[src/rtl/ptw_pkg.sv]
package ptw_pkg;
  localparam int LIN_W    = 64;
  localparam int PA_W     = 32;
  localparam int ENT_W    = 32;
  localparam int OFF_W    = 12;
  localparam int CANON_LO = 47;

  localparam logic [PA_W-1:0] MASK_4K  = PA_W'(32'h0000_0FFF);
  localparam logic [PA_W-1:0] MASK_2M  = PA_W'(32'h001F_FFFF);
  localparam logic [PA_W-1:0] MASK_4M  = PA_W'(32'h003F_FFFF);
  localparam logic [PA_W-1:0] MASK_PDP = PA_W'(32'h0000_001F);

  typedef enum logic [1:0] {LVL_PT, LVL_PD, LVL_PDPT, LVL_TOP} level_e;
  typedef enum logic [1:0] {MODE_BARE, MODE_CLASSIC, MODE_EXT, MODE_LONG} mode_e;

  typedef struct packed {
    logic capture;
    logic loadEntry;
    logic finBare;
    logic finLarge;
    logic finSmall;
  } dpStrobe_t;
endpackage

[src/rtl/ptw_datapath.sv]
module ptw_datapath
  import ptw_pkg::*;
#(
  parameter int PRESENT_BIT = 0,
  parameter int LARGE_BIT   = 7
) (
  input  logic             clk,
  input  logic             rstN,
  input  dpStrobe_t        strobe,
  input  level_e           level,
  input  logic [LIN_W-1:0] linIn,
  input  logic             pgIn,
  input  logic             paeIn,
  input  logic             pseIn,
  input  logic             lmIn,
  input  logic [PA_W-1:0]  baseIn,
  input  logic [PA_W-1:0]  a20In,
  input  logic [ENT_W-1:0] rspData,
  output mode_e            mode,
  output logic             canonical,
  output logic             rspPresent,
  output logic             rspLarge,
  output logic [PA_W-1:0]  reqAddr,
  output logic [PA_W-1:0]  physAddr
);
  logic [LIN_W-1:0] linQ;
  logic [PA_W-1:0]  baseQ, a20Q, rawAddr, offMask;
  logic [ENT_W-1:0] entQ;
  logic             pgQ, paeQ, pseQ, lmQ;
  logic [PA_W-1:0]  entFrame, baseFrame;

  always_ff @(posedge clk) begin
    if (!rstN) begin
      linQ <= '0; baseQ <= '0; a20Q <= '0; entQ <= '0;
      pgQ <= 1'b0; paeQ <= 1'b0; pseQ <= 1'b0; lmQ <= 1'b0;
      physAddr <= '0;
    end else begin
      if (strobe.capture) begin
        linQ <= linIn; baseQ <= baseIn; a20Q <= a20In;
        pgQ <= pgIn; paeQ <= paeIn; pseQ <= pseIn; lmQ <= lmIn;
        physAddr <= '0;
      end
      if (strobe.loadEntry) entQ <= rspData;
      if (strobe.finBare) physAddr <= linQ[PA_W-1:0];
      if (strobe.finLarge || strobe.finSmall)
        physAddr <= (rspData[PA_W-1:0] & ~offMask) | (linQ[PA_W-1:0] & offMask);
    end
  end

  always_comb begin
    if (!pgQ)             mode = MODE_BARE;
    else if (paeQ && lmQ) mode = MODE_LONG;
    else if (paeQ)        mode = MODE_EXT;
    else                  mode = MODE_CLASSIC;
  end

  assign canonical = (&linQ[LIN_W-1:CANON_LO]) | ~(|linQ[LIN_W-1:CANON_LO]);

  assign rspPresent = rspData[PRESENT_BIT];
  assign rspLarge   = rspData[LARGE_BIT] & ((mode != MODE_CLASSIC) | pseQ);

  always_comb begin
    if (strobe.finSmall)         offMask = MASK_4K;
    else if (mode == MODE_CLASSIC) offMask = MASK_4M;
    else                         offMask = MASK_2M;
  end

  assign entFrame  = entQ[PA_W-1:0] & ~MASK_4K;
  assign baseFrame = baseQ & ~MASK_4K;

  always_comb begin
    unique case (level)
      LVL_TOP:  rawAddr = baseFrame | PA_W'({linQ[47:39], 3'b000});
      LVL_PDPT: rawAddr = (mode == MODE_LONG)
                          ? (entFrame | PA_W'({linQ[38:30], 3'b000}))
                          : ((baseQ & ~MASK_PDP) | PA_W'({linQ[31:30], 3'b000}));
      LVL_PD:   rawAddr = (mode == MODE_CLASSIC)
                          ? (baseFrame | PA_W'({linQ[31:22], 2'b00}))
                          : (entFrame  | PA_W'({linQ[29:21], 3'b000}));
      default:  rawAddr = (mode == MODE_CLASSIC)
                          ? (entFrame | PA_W'({linQ[21:12], 2'b00}))
                          : (entFrame | PA_W'({linQ[20:12], 3'b000}));
    endcase
  end

  assign reqAddr = rawAddr & a20Q;

  AST_RESULT_CLEARED: assert property (@(posedge clk) disable iff (!rstN)
    strobe.capture |=> physAddr == '0);
  AST_BARE_RESULT: assert property (@(posedge clk) disable iff (!rstN)
    strobe.finBare |=> physAddr == $past(linQ[PA_W-1:0]));
endmodule

[src/rtl/ptw_ctrl.sv]
module ptw_ctrl
  import ptw_pkg::*;
(
  input  logic      clk,
  input  logic      rstN,
  input  logic      startValid,
  input  mode_e     mode,
  input  logic      canonical,
  input  logic      rspPresent,
  input  logic      rspLarge,
  input  logic      memReqReady,
  input  logic      memRspValid,
  output dpStrobe_t strobe,
  output level_e    level,
  output logic      busy,
  output logic      memReqValid,
  output logic      done,
  output logic      fault
);
  typedef enum logic [2:0] {ST_IDLE, ST_CHECK, ST_REQ, ST_WAIT, ST_DONE} state_e;

  state_e stateQ, stateD;
  level_e levelD;
  logic   faultD;

  always_ff @(posedge clk) begin
    if (!rstN) begin
      stateQ <= ST_IDLE;
      level  <= LVL_PD;
      fault  <= 1'b0;
    end else begin
      stateQ <= stateD;
      level  <= levelD;
      fault  <= faultD;
    end
  end

  always_comb begin
    stateD = stateQ;
    levelD = level;
    faultD = fault;
    strobe = '0;
    unique case (stateQ)
      ST_IDLE: if (startValid) begin
        strobe.capture = 1'b1;
        faultD = 1'b0;
        stateD = ST_CHECK;
      end
      ST_CHECK: begin
        unique case (mode)
          MODE_BARE: begin
            strobe.finBare = 1'b1;
            stateD = ST_DONE;
          end
          MODE_LONG: begin
            if (!canonical) begin
              faultD = 1'b1;
              stateD = ST_DONE;
            end else begin
              levelD = LVL_TOP;
              stateD = ST_REQ;
            end
          end
          MODE_EXT: begin
            levelD = LVL_PDPT;
            stateD = ST_REQ;
          end
          default: begin
            levelD = LVL_PD;
            stateD = ST_REQ;
          end
        endcase
      end
      ST_REQ: if (memReqReady) stateD = ST_WAIT;
      ST_WAIT: if (memRspValid) begin
        if (!rspPresent) begin
          faultD = 1'b1;
          stateD = ST_DONE;
        end else begin
          unique case (level)
            LVL_TOP: begin
              strobe.loadEntry = 1'b1;
              levelD = LVL_PDPT;
              stateD = ST_REQ;
            end
            LVL_PDPT: begin
              strobe.loadEntry = 1'b1;
              levelD = LVL_PD;
              stateD = ST_REQ;
            end
            LVL_PD: begin
              if (rspLarge) begin
                strobe.finLarge = 1'b1;
                stateD = ST_DONE;
              end else begin
                strobe.loadEntry = 1'b1;
                levelD = LVL_PT;
                stateD = ST_REQ;
              end
            end
            default: begin
              strobe.finSmall = 1'b1;
              stateD = ST_DONE;
            end
          endcase
        end
      end
      default: stateD = ST_IDLE;
    endcase
  end

  assign busy        = (stateQ != ST_IDLE);
  assign memReqValid = (stateQ == ST_REQ);
  assign done        = (stateQ == ST_DONE);

  AST_DONE_ONE_CYCLE: assert property (@(posedge clk) disable iff (!rstN)
    done |=> !done);
  AST_IDLE_AFTER_DONE: assert property (@(posedge clk) disable iff (!rstN)
    done |=> !busy);
  AST_REQ_HELD: assert property (@(posedge clk) disable iff (!rstN)
    memReqValid && !memReqReady |=> memReqValid);
endmodule

[src/rtl/page_walker.sv]
module page_walker
  import ptw_pkg::*;
#(
  parameter int PRESENT_BIT = 0,
  parameter int LARGE_BIT   = 7
) (
  input  logic             clk,
  input  logic             rstN,
  input  logic             startValid,
  input  logic [LIN_W-1:0] linAddr,
  input  logic             pagingOn,
  input  logic [PA_W-1:0]  tableBase,
  input  logic             pseOn,
  input  logic             paeOn,
  input  logic             longOn,
  input  logic [PA_W-1:0]  a20Mask,
  output logic             busy,
  output logic             memReqValid,
  input  logic             memReqReady,
  output logic [PA_W-1:0]  memReqAddr,
  input  logic             memRspValid,
  input  logic [ENT_W-1:0] memRspData,
  output logic             done,
  output logic             fault,
  output logic [PA_W-1:0]  physAddr
);
  dpStrobe_t strobe;
  level_e    level;
  mode_e     mode;
  logic      canonical, rspPresent, rspLarge;

  ptw_ctrl u_ctrl (
    .clk(clk), .rstN(rstN), .startValid(startValid),
    .mode(mode), .canonical(canonical), .rspPresent(rspPresent), .rspLarge(rspLarge),
    .memReqReady(memReqReady), .memRspValid(memRspValid),
    .strobe(strobe), .level(level), .busy(busy), .memReqValid(memReqValid),
    .done(done), .fault(fault)
  );

  ptw_datapath #(.PRESENT_BIT(PRESENT_BIT), .LARGE_BIT(LARGE_BIT)) u_dp (
    .clk(clk), .rstN(rstN), .strobe(strobe), .level(level),
    .linIn(linAddr), .pgIn(pagingOn), .paeIn(paeOn), .pseIn(pseOn), .lmIn(longOn),
    .baseIn(tableBase), .a20In(a20Mask), .rspData(memRspData),
    .mode(mode), .canonical(canonical), .rspPresent(rspPresent), .rspLarge(rspLarge),
    .reqAddr(memReqAddr), .physAddr(physAddr)
  );

  AST_BARE_NO_READ: assert property (@(posedge clk) disable iff (!rstN)
    memReqValid |-> mode != MODE_BARE);
  AST_ADDR_STABLE: assert property (@(posedge clk) disable iff (!rstN)
    memReqValid && !memReqReady |=> $stable(memReqAddr));
  AST_FAULT_ZERO: assert property (@(posedge clk) disable iff (!rstN)
    done && fault |-> physAddr == '0);
  AST_ENTRY_ALIGN: assert property (@(posedge clk) disable iff (!rstN)
    memReqValid && mode != MODE_CLASSIC |-> memReqAddr[2:0] == 3'b000);
  AST_CLASSIC_ALIGN: assert property (@(posedge clk) disable iff (!rstN)
    memReqValid |-> memReqAddr[1:0] == 2'b00);
endmodule

[config.mk]
export PLATFORM = sky130hd
export DESIGN_NAME = page_walker
export DESIGN_NICKNAME = d
export VERILOG_FILES = /design/src/rtl/ptw_pkg.sv /design/src/rtl/ptw_datapath.sv /design/src/rtl/ptw_ctrl.sv /design/src/rtl/page_walker.sv
export SDC_FILE = /design/constraint.sdc
export NUM_CORES = 1
export LEC_CHECK = 0
export BUFFER_PORTS_ARGS = -buffer_cell sky130_fd_sc_hd__buf_4
export CAP_MARGIN = 10
export CORE_AREA = 5 5 136 138
export CTS_BUF_LIST = sky130_fd_sc_hd__clkbuf_4
export CTS_CLUSTER_SIZE = 10
export DETAILED_ROUTE_END_ITERATION = 16
export DIE_AREA = 0 0 141 143
export PLACE_DENSITY = 0.77
export SLEW_MARGIN = 30
export SYNTH_ARGS = -nofsm -noshare
export SYNTH_HDL_FRONTEND = slang
export SYNTH_HIERARCHICAL = 1
export SYNTH_SLANG_ARGS = --single-unit
export TNS_END_PERCENT = 1
[constraint.sdc]
create_clock -name clk -period 5.7 [get_ports clk]
set_input_delay 1.14 -clock clk [delete_from_list [all_inputs] [get_ports clk]]
set_output_delay 1.14 -clock clk [all_outputs]
set_load 0.01 [all_outputs]
==> results of run 1 <==
## power groups by stage
stage          clock network [mW]  logic (mW)  registers, mW
2_1_floorplan                   0       0.378           1.44
3_3_place_gp                    0       0.523           1.47
3_5_place_dp                    0       0.533           1.47
4_1_cts                     0.776       0.534           1.44
5_1_grt                     0.826       0.586           1.46
6_report                    0.748       0.533           1.45
## layer usage
metal  up-vias  track usage (%)  share of wire [%]
li1       3471                -                  -
met1      3268             28.4                 43
met2       206             36.0                 47
met3        27             6.93                7.5
met4         0             6.63                1.6
met5         -                0                  0
## cell families after synthesis
family	Yosys count
mux	157
compound gates	143
fa+ha+maj	10
buf+inv	87
flops	183
other cells	1
simple gates	314
## cells in the final DEF (no fill, tap or decap), types with 4 or more instances in the layout
cell,instances
o311ai_0,12
a21boi_1,8
a21boi_0,14
a21oi_1,16
nor3b_2,10
nor4_1,4
inv_6,5
and3_1,7
clkbuf_4,17
nand2b_1,6
nor3b_1,7
a31oi_1,7
nor2_1,8
nand4_1,5
a222oi_1,9
ha_1,10
dfxtp_1,183
o211a_1,11
nand2_1,63
nor2b_1,170
buf_4,222
mux2i_1,155
inv_1,19
o21ai_0,48
nand3_1,14
## sequential cells by signal, indices dropped and copies added (netlist names)
register and count:
u_dp/baseQ 27, u_dp/linQ 64, u_ctrl/fault 1, u_dp/entQ 20, u_dp/a20Q 30, u_dp/physAddr 32
u_ctrl/level 2, u_dp/paeQ 1, u_dp/pseQ 1, u_dp/lmQ 1, u_ctrl/stateQ 3, u_dp/pgQ 1
## cell type report
cell class                 instances  area, µm²
sequential                       183       3660
inverter                          19       71.3
tap                              225        282
multi-input combinational        626       4570
timing repair buffer             224       1700
clock inverter                    15        168
antenna                            2       5.00
fill                            1505       6470
clock buffer                      17        128
## worst max-delay path: cells and delay by family, from the launching register on
family | cells | cell delay [ps]
DFF | 1 | 760
and+or+nand+nor | 1 | 610
AOI/OAI and AO/OA | 3 | 460
buffers and inverters | 2 | 480
## per-stage QoR
| stage | worst slack, ps | utilization (%) |
|---|---|---|
| final | 1670 | 62.1 |
| after global routing | 1420 | 62.1 |
| after CTS | 1640 | 62.0 |
| after detailed placement | 2310 | 60.2 |
| after global placement | 2100 | 60.2 |
| after floorplan | 3170 | - |
## worst min-delay path by stage
stage | end | cells after the start
detailed placement | u_ctrl/fault$_SDFFE_PN0P_ | 2
global placement | u_dp/entQ[17]$_SDFFE_PN0P_ | 2
CTS | u_ctrl/fault$_SDFFE_PN0P_ | 2
floorplan | u_dp/a20Q[2]$_SDFFE_PN0P_ | 2
finish | u_ctrl/fault$_SDFFE_PN0P_ | 2
global route | u_dp/entQ[19]$_SDFFE_PN0P_ | 2
==> flow_metrics.py, run 1 <==
metrics = {
    "run_status": {
        "status": "finished, final reports clean",
    },
    "timing": {
        "holdWs_ps": 522,
        "max_freq_mhz": 248,
        "finalCriticalPeriod_ps": 4030,
        "final-hold-violation-count": 0,
        "rsz0062_at_grt": "no",
        "fin_crit_sh_pct": 70.6,
        "relSlewSlack_pct": 37.3,
        "tns_ps": 0,
        "tightest_slew_ps": 935,
        "slew_violations": 0,
        "skew_ps": 16.9,
        "setup_viol": 0,
    },
    "critical_path": {
        "path_class": "flip-flop to output port",
        "crit_chain": "a21oi_1, nor2_1, buf_4, o21ai_0, a21boi_0, buf_4",
        "crit_fanout": 14,
        "crit_top_cell": "buf_4",
        "cp_data_required_time_ps": 4560,
        "reg2reg_depth": 8,
        "rr_startpoint": "u_dp/pgQ$_SDFFE_PN0P_",
        "cp_slowest_cell": "dfxtp_1",
        "worstSetupEndpoint": "memReqAddr[27]",
        "endpoint_kind": "output port",
        "cp.arrival_ps": 2890,
        "critPathLaunch": "u_ctrl/level[0]$_SDFFE_PN1P_",
        "r2r_end": "u_dp/physAddr[14]$_SDFFE_PN0P_",
        "regToRegSetupSlack_ps": 2530,
        "crit_path_max_incr_delay_ps": 760,
        "startpoint_type": "flip-flop",
    },
    "drt": {
        "firstDrtPassIters": 6,
        "avgViaCountPerCell": 5.32,
        "wl_per_cell_um": 17.3,
        "first_iter_violations": 482,
        "remaining_drc_errors": 0,
        "ant_nets": 0,
        "wirelength_um": 22600,
        "vias": 6972,
    },
    "cts": {
        "cts.sinks": 183,
        "cts_made_buffers": 17,
        "clockBufferDepth": 2,
        "cts_tree": "yes",
        "postCtsSetupBuffers": 0,
        "cts-root-buf": "clkbuf_4",
        "cts_resized": 0,
        "cts.htree.levels": 4,
        "insertion_delay_ps": 570,
        "postCtsHoldBufs": 0,
        "path_clk_slew_ps": 160,
    },
    "place": {
        "io_buffers": 217,
        "hpwlAfterDp_um": 16200,
        "placed_area_um2": 10300,
        "placedCellCount": 1277,
        "gp_congestion": 0.833,
    },
    "die": {
        "die_area_um2": 20200,
        "fp.dieW_um": 141,
        "core_um2": 17100,
        "ios": 237,
        "die-height_um": 143,
        "rows": 48,
        "initial_core_util_pct": 50.5,
    },
    "pwr": {
        "power_frac_seq_pct": 53.0,
        "p_leak_nw": 4.27,
        "switching_share_pct": 29.6,
        "p_switching_mw": 0.807,
        "ir_drop_mv": 0.212,
        "powerDensity_nw_per_um2": 258,
        "pwr-share-comb_pct": 19.6,
        "total_power_mw": 2.73,
        "power.internal_mw": 1.92,
        "clockPowerShare_pct": 27.4,
    },
    "grt": {
        "track_usage_pct": 22.1,
        "grt_pass1_wl_um": 35700,
        "grt_max_degree": 132,
        "grt_pass1_vias": 6712,
        "antenna_found_initial": 1,
        "grt_overflow_total": 0,
    },
    "yosys": {
        "ys_ff_latch": 183,
        "synth_top_family_by_area": "simple AND/OR/NAND/NOR gates",
        "synth_top_area_cell": "dfxtp_1",
        "synthTopCellsByArea": "dfxtp_1 43%, mux2i_1 18%, nor2b_1 12%",
        "syn_inst": 895,
        "synthesis.area_um2": 8610,
        "synth-simple-area-share_pct": 21.7,
        "yosys_warnings": 6,
        "yosysMostFrequentCell": "dfxtp_1",
        "synth-compound-area-share_pct": 11.4,
        "synthMuxAreaShare_pct": 18.3,
        "async_reset_ff_share_pct": 0,
        "netlist_top_cells_count": "183 x dfxtp_1, 170 x nor2b_1, 155 x mux2i_1",
        "synthDistinctLibCells": 57,
        "synth_xor_area_share_pct": 0,
        "synth_ff_type": "dfxtp_1",
        "synth_edf_count": 0,
        "synth_top_area_share_pct": 42.5,
        "avgSynthCellArea_um2": 9.62,
        "ys_seq_area_share_pct": 42.5,
        "synthAdderAreaFrac_pct": 1.45,
    },
    "layout": {
        "syn_to_final_growth_pct": 22.9,
        "stdcell_area_um2": 10600,
        "finalNonFillerCells": 1311,
        "nets": 1250,
        "drive_gt1_share_pct": 25.3,
    },
    "worst_hold_path": {
        "hp-class": "flip-flop to flip-flop",
        "min_from": "u_ctrl/fault$_SDFFE_PN0P_",
    },
    "job": {
        "max-cap-violations": 0,
    },
}
(Power assumes the default switching activity.)
==> run 2: changes to the inputs <==
Settings changed: CORE_AREA 5 5 136 138 to 5 5 139 141, DIE_AREA 0 0 141 143 to 0 0 144 146.
Clock period 5.7 ns to 3.31 ns, I/O delays scaled along.
==> flow_metrics.py, run 2 (synthesis gave the netlist of run 1 again) <==
metrics = {
    "run_status": {
        "status": "finished, final reports clean",
    },
    "timing": {
        "slew_violations": 0,
        "final-hold-violation-count": 0,
        "max_freq_mhz": 329,
        "rsz0062_at_grt": "no",
        "relSlewSlack_pct": 39.3,
        "worst_slack_ps": 274,
        "fin_crit_sh_pct": 91.7,
        "tns_ps": 0,
        "tightest_slew_ps": 906,
        "finalCriticalPeriod_ps": 3040,
        "skew_ps": 20.8,
        "holdWs_ps": 325,
        "setup_viol": 0,
    },
    "layout": {
        "reg.largest.list": "u_dp/linQ: 64 flops, u_dp/physAddr: 32 flops, u_dp/a20Q: 30 flops",
        "stdcell_area_um2": 10700,
        "top_register": "u_dp/linQ",
        "layout_commonest_cell": "buf_4",
        "final_util_pct": 59.8,
        "nets": 1262,
        "fill_cells": 1620,
        "largest_reg_flops": 64,
        "drive_gt1_share_pct": 26.2,
        "final_cell_mix": "232 x buf_4, 182 x dfxtp_1, 170 x nor2b_1",
        "syn_to_final_growth_pct": 24.0,
    },
    "place": {
        "preCtsSetupSlack_ps": 583,
        "hpwlAfterDp_um": 16700,
        "io_buffers": 217,
        "placed_area_um2": 10400,
        "gp_congestion": 0.837,
    },
    "drt": {
        "wl_per_cell_um": 17.4,
        "wirelength_um": 23000,
        "first_iter_violations": 411,
        "vias": 6988,
        "firstDrtPassIters": 5,
        "avgViaCountPerCell": 5.27,
        "ant_nets": 0,
        "remaining_drc_errors": 0,
    },
    "grt": {
        "antenna_found_initial": 1,
        "grt_overflow_total": 0,
        "track_usage_pct": 21.4,
        "grt_pass1_wl_um": 36000,
        "grt_max_degree": 83,
        "grt_pass1_vias": 6861,
    },
    "pwr": {
        "clockPowerShare_pct": 24.9,
        "ir_drop_mv": 0.310,
        "powerDensity_nw_per_um2": 428,
        "p_switching_mw": 1.40,
        "switching_share_pct": 30.7,
        "power.internal_mw": 3.16,
        "power_frac_seq_pct": 54.6,
        "p_leak_nw": 4.31,
        "pwr-share-comb_pct": 20.6,
    },
    "critical_path": {
        "regToRegSetupSlack_ps": 570,
        "startpoint_type": "flip-flop",
        "path_class": "flip-flop to output port",
        "cp.arrival_ps": 2370,
        "crit_fanout": 15,
        "cp_data_required_time_ps": 2650,
        "endpoint_kind": "output port",
    },
    "cts": {
        "cts-root-buf": "clkbuf_4",
        "insertion_delay_ps": 580,
        "cts.htree.levels": 4,
        "cts_tree": "yes",
        "cts.sinks": 183,
        "path_clk_slew_ps": 150,
        "postCtsHoldBufs": 0,
        "cts_made_buffers": 17,
        "clockBufferDepth": 2,
    },
    "die": {
        "fp.dieW_um": 144,
        "die_area_um2": 21000,
        "core_um2": 17800,
        "die-height_um": 146,
        "rows": 49,
        "initial_core_util_pct": 48.3,
        "ios": 237,
    },
    "worst_hold_path": {
        "hp-class": "primary input to flip-flop",
    },
    "job": {
        "max-cap-violations": 0,
    },
}
run 2: changes by cell type in the layout (fill, tap and decap cells not counted), sizes merged:
| cell | delta |
|---|---|
| inv | -4 |
| clkinv | +3 |
| buf | +12 |
| diode | -1 |
| bufinv | -2 |
| clkinvlp | +3 |
run 2: worst paths after layout:
| check | start | end | depth (start not counted) |
|---|---|---|---|
| worst max-delay path | u_ctrl/level[1]$_SDFFE_PN0P_ | memReqAddr[16] | 5 |
| worst min-delay path | memRspData[23] | u_dp/physAddr[23]$_SDFFE_PN0P_ | 2 |
| worst max register to register | u_ctrl/stateQ[0]$_SDFFE_PN0P_ | u_dp/physAddr[8]$_SDFFE_PN0P_ | 7 |
| worst min register to register | u_ctrl/fault$_SDFFE_PN0P_ | u_ctrl/fault$_SDFFE_PN0P_ | 2 |
run 2: layer usage:
layer / GRT usage (%) / routed length, µm / up-vias
li1: - / - / 3496
met1: 27.2 / 9800 / 3276
met2: 33.6 / 10800 / 189
met3: 8.02 / 1960 / 27
met4: 7.06 / 471 / 0
met5: 0 / 0 / -
run 2: stage by stage:
| step | instances | total power [mW] |
|---|---|---|
| floorplan | 896 | 3.14 |
| global placement | 1289 | 3.44 |
| detailed placement | 1289 | 3.47 |
| CTS | 1321 | 4.60 |
| global route | 1326 | 4.81 |
| finish | 1326 | 4.56 |
run 2: timing repair:
item / 4_1_cts / 5_1_grt
buffers inserted: 0 / 4
setup endpoints to repair: 20 / 5
resized for setup: 3 / 0
run 2: power by group through the flow:
stage	registers (mW)	clock network (mW)	logic, mW
after floorplan	2.49	0	0.650
after global placement	2.53	0	0.911
after detailed placement	2.54	0	0.929
after CTS	2.49	1.18	0.932
after global routing	2.51	1.28	1.02
final	2.49	1.14	0.939
run 2: critical path, stage by stage, from the launching register on:
cell and delay (ps):
dfxtp_1 730, o21a_2 410, buf_4 240, o21ai_0 100, a21boi_0 170, buf_4 150
run 2: area by class of cell:
type                            instances  area, µm²  area share [%]
Sequential cell                       183       3660            34.3
Multi-Input combinational cell        626       4570            42.9
Inverter                               19       71.3           0.668
Timing Repair Buffer                  236       1820            17.1
Clock buffer                           17        128            1.20
Antenna cell                            1       2.50          0.0234
Clock inverter                         15        125            1.17
Tap cell                              229        287            2.68
==> run 3: changes to the inputs <==
==> constraint.sdc (replaced) <==
create_clock -name clk -period 3.31 [get_ports clk]
set_input_delay 0.1655 -clock clk [delete_from_list [all_inputs] [get_ports clk]]
set_output_delay 0.1655 -clock clk [all_outputs]
set_load 0.01 [all_outputs]
==> flow_metrics.py, run 3 (synthesis gave the netlist of run 1 again) <==
metrics = {
    "run_status": {
        "status": "finished, final reports clean",
    },
    "die": {
        "initial_core_util_pct": 48.3,
        "fp.dieW_um": 144,
        "die_area_um2": 21000,
        "core_um2": 17800,
        "ios": 237,
        "rows": 49,
        "die-height_um": 146,
    },
    "grt": {
        "antenna_found_initial": 2,
        "grt_pass1_wl_um": 41300,
        "grt_max_degree": 100,
        "grt_overflow_total": 0,
        "track_usage_pct": 24.3,
        "grt_pass1_vias": 7857,
    },
    "drt": {
        "wl_per_cell_um": 17.5,
        "wirelength_um": 25700,
        "first_iter_violations": 470,
        "remaining_drc_errors": 0,
        "ant_nets": 0,
        "avgViaCountPerCell": 5.25,
        "vias": 7703,
        "firstDrtPassIters": 6,
    },
    "layout": {
        "syn_to_final_growth_pct": 40.8,
        "fill_cells": 1345,
        "final_cell_mix": "228 x buf_4, 183 x dfxtp_1, 170 x nor2b_1",
        "layout_commonest_cell": "buf_4",
        "top_register": "u_dp/linQ",
        "nets": 1403,
        "largest_reg_flops": 64,
        "drive_gt1_share_pct": 22.7,
        "finalNonFillerCells": 1468,
        "reg.largest.list": "u_dp/linQ: 64 flops, u_dp/physAddr: 32 flops, u_dp/a20Q: 30 flops",
    },
    "cts": {
        "cts-root-buf": "clkbuf_4",
        "cts.sinks": 183,
        "cts_made_buffers": 17,
        "path_clk_slew_ps": 160,
        "cts_tree": "yes",
        "cts.htree.levels": 4,
        "clockBufferDepth": 2,
        "cts_resized": 0,
        "insertion_delay_ps": 570,
    },
    "timing": {
        "final-hold-violation-count": 0,
        "slew_violations": 0,
        "tightest_slew_ps": 921,
        "fin_crit_sh_pct": 91.5,
        "worst_slack_ps": 282,
        "relSlewSlack_pct": 38.6,
        "finalCriticalPeriod_ps": 3030,
        "max_freq_mhz": 330,
        "rsz0062_at_grt": "no",
        "setup_viol": 0,
        "tns_ps": 0,
        "skew_ps": 27.6,
    },
    "critical_path": {
        "path_class": "flip-flop to output port",
        "cp_slowest_cell": "o21a_1",
        "critPathLaunch": "u_ctrl/level[1]$_SDFFE_PN0P_",
        "crit_buf_inv": 1,
        "worstSetupEndpoint": "memReqAddr[25]",
        "crit_fanout": 20,
        "cp.arrival_ps": 2860,
        "r2r_end": "u_dp/physAddr[15]$_SDFFE_PN0P_",
        "regToRegSetupSlack_ps": 420,
        "crit_path_max_incr_delay_ps": 820,
        "reg2reg_depth": 7,
        "rr_startpoint": "u_ctrl/stateQ[1]$_SDFFE_PN0P_",
        "endpoint_kind": "output port",
        "cp_num_cells": 4,
        "cp_top_family": "compound AO/OA/AOI/OAI gates",
        "startpoint_type": "flip-flop",
        "crit_chain": "o21a_1, o21ai_0, a21boi_0, buf_4",
        "cp_data_required_time_ps": 3140,
    },
    "pwr": {
        "total_power_mw": 4.90,
        "ir_drop_mv": 0.324,
        "p_leak_nw": 4.92,
        "powerDensity_nw_per_um2": 404,
    },
    "place": {
        "io_buffers": 217,
        "placedCellCount": 1287,
        "hpwlAfterDp_um": 16500,
        "gp_congestion": 0.836,
        "preCtsSetupSlack_ps": 505,
    },
    "worst_hold_path": {
        "hp-class": "primary input to flip-flop",
    },
    "job": {
        "max-cap-violations": 0,
    },
}
## run 3: metal layers
metal | GRT usage (%) | up-vias | wire length, µm
met5 | 0 | - | 0
met4 | 8.15 | 0 | 695
met3 | 6.28 | 59 | 1790
met2 | 39.9 | 259 | 12400
met1 | 31.1 | 3623 | 10800
li1 | - | 3762 | -
## run 3: how the worst min path moves through the flow
stage                   startpoint  slack, ps  cells after the start                             end
global route         memRspData[0]         70                      5       u_ctrl/fault$_SDFFE_PN0P_
floorplan                     rstN        250                      1    u_ctrl/level[0]$_SDFFE_PN1P_
finish               memRspData[0]        110                      5       u_ctrl/fault$_SDFFE_PN0P_
global placement    memRspData[25]        420                      2  u_dp/physAddr[25]$_SDFFE_PN0P_
CTS                  memRspData[0]         40                      5       u_ctrl/fault$_SDFFE_PN0P_
detailed placement  memRspData[25]        420                      2  u_dp/physAddr[25]$_SDFFE_PN0P_
## run 3: final cells by class
type | count | area (µm²) | share of cell area (%)
clock inverters | 14 | 166 | 1.37
well taps | 229 | 287 | 2.36
repair buffers | 377 | 3220 | 26.6
flip-flops and latches | 183 | 3660 | 30.2
multi-input cells | 626 | 4570 | 37.7
clock buffers | 18 | 135 | 1.11
diodes | 2 | 5.00 | 0.0413
inverters | 19 | 71.3 | 0.588
## run 3: worst reg2reg max path, cell delays in order, from the launching register on
cell and delay [ps]:
dfxtp_1 630, nand3b_1 360, nor3_2 770, or3_1 200
buf_4 310, nor2_4 120, a222oi_1 340, nor2b_1 80
## run 3: power by group
part           internal, mW  switching (mW)  leakage [nW]
clock                 0.481           0.834         0.155
combinational         0.593           0.503          3.27
sequential             2.36           0.129          1.49
total                  3.44            1.47          4.92
## run 3: metrics by stage
| step | area (µm²) | utilization (%) | hold WS (ps) |
|---|---|---|---|
| 2_1_floorplan | 8610 | - | 254 |
| 4_1_cts | 12100 | 67.9 | 39.2 |
| 3_5_place_dp | 10300 | 58.0 | 421 |
| 6_report | 12100 | 68.0 | 108 |
| 3_3_place_gp | 10300 | 57.9 | 417 |
| 5_1_grt | 12100 | 68.0 | 70.4 |
## run 3: timing repair
action                                 CTS  global route
buffers inserted                         0             0
hold buffers                           147             0
endpoints found under the hold margin  168             0
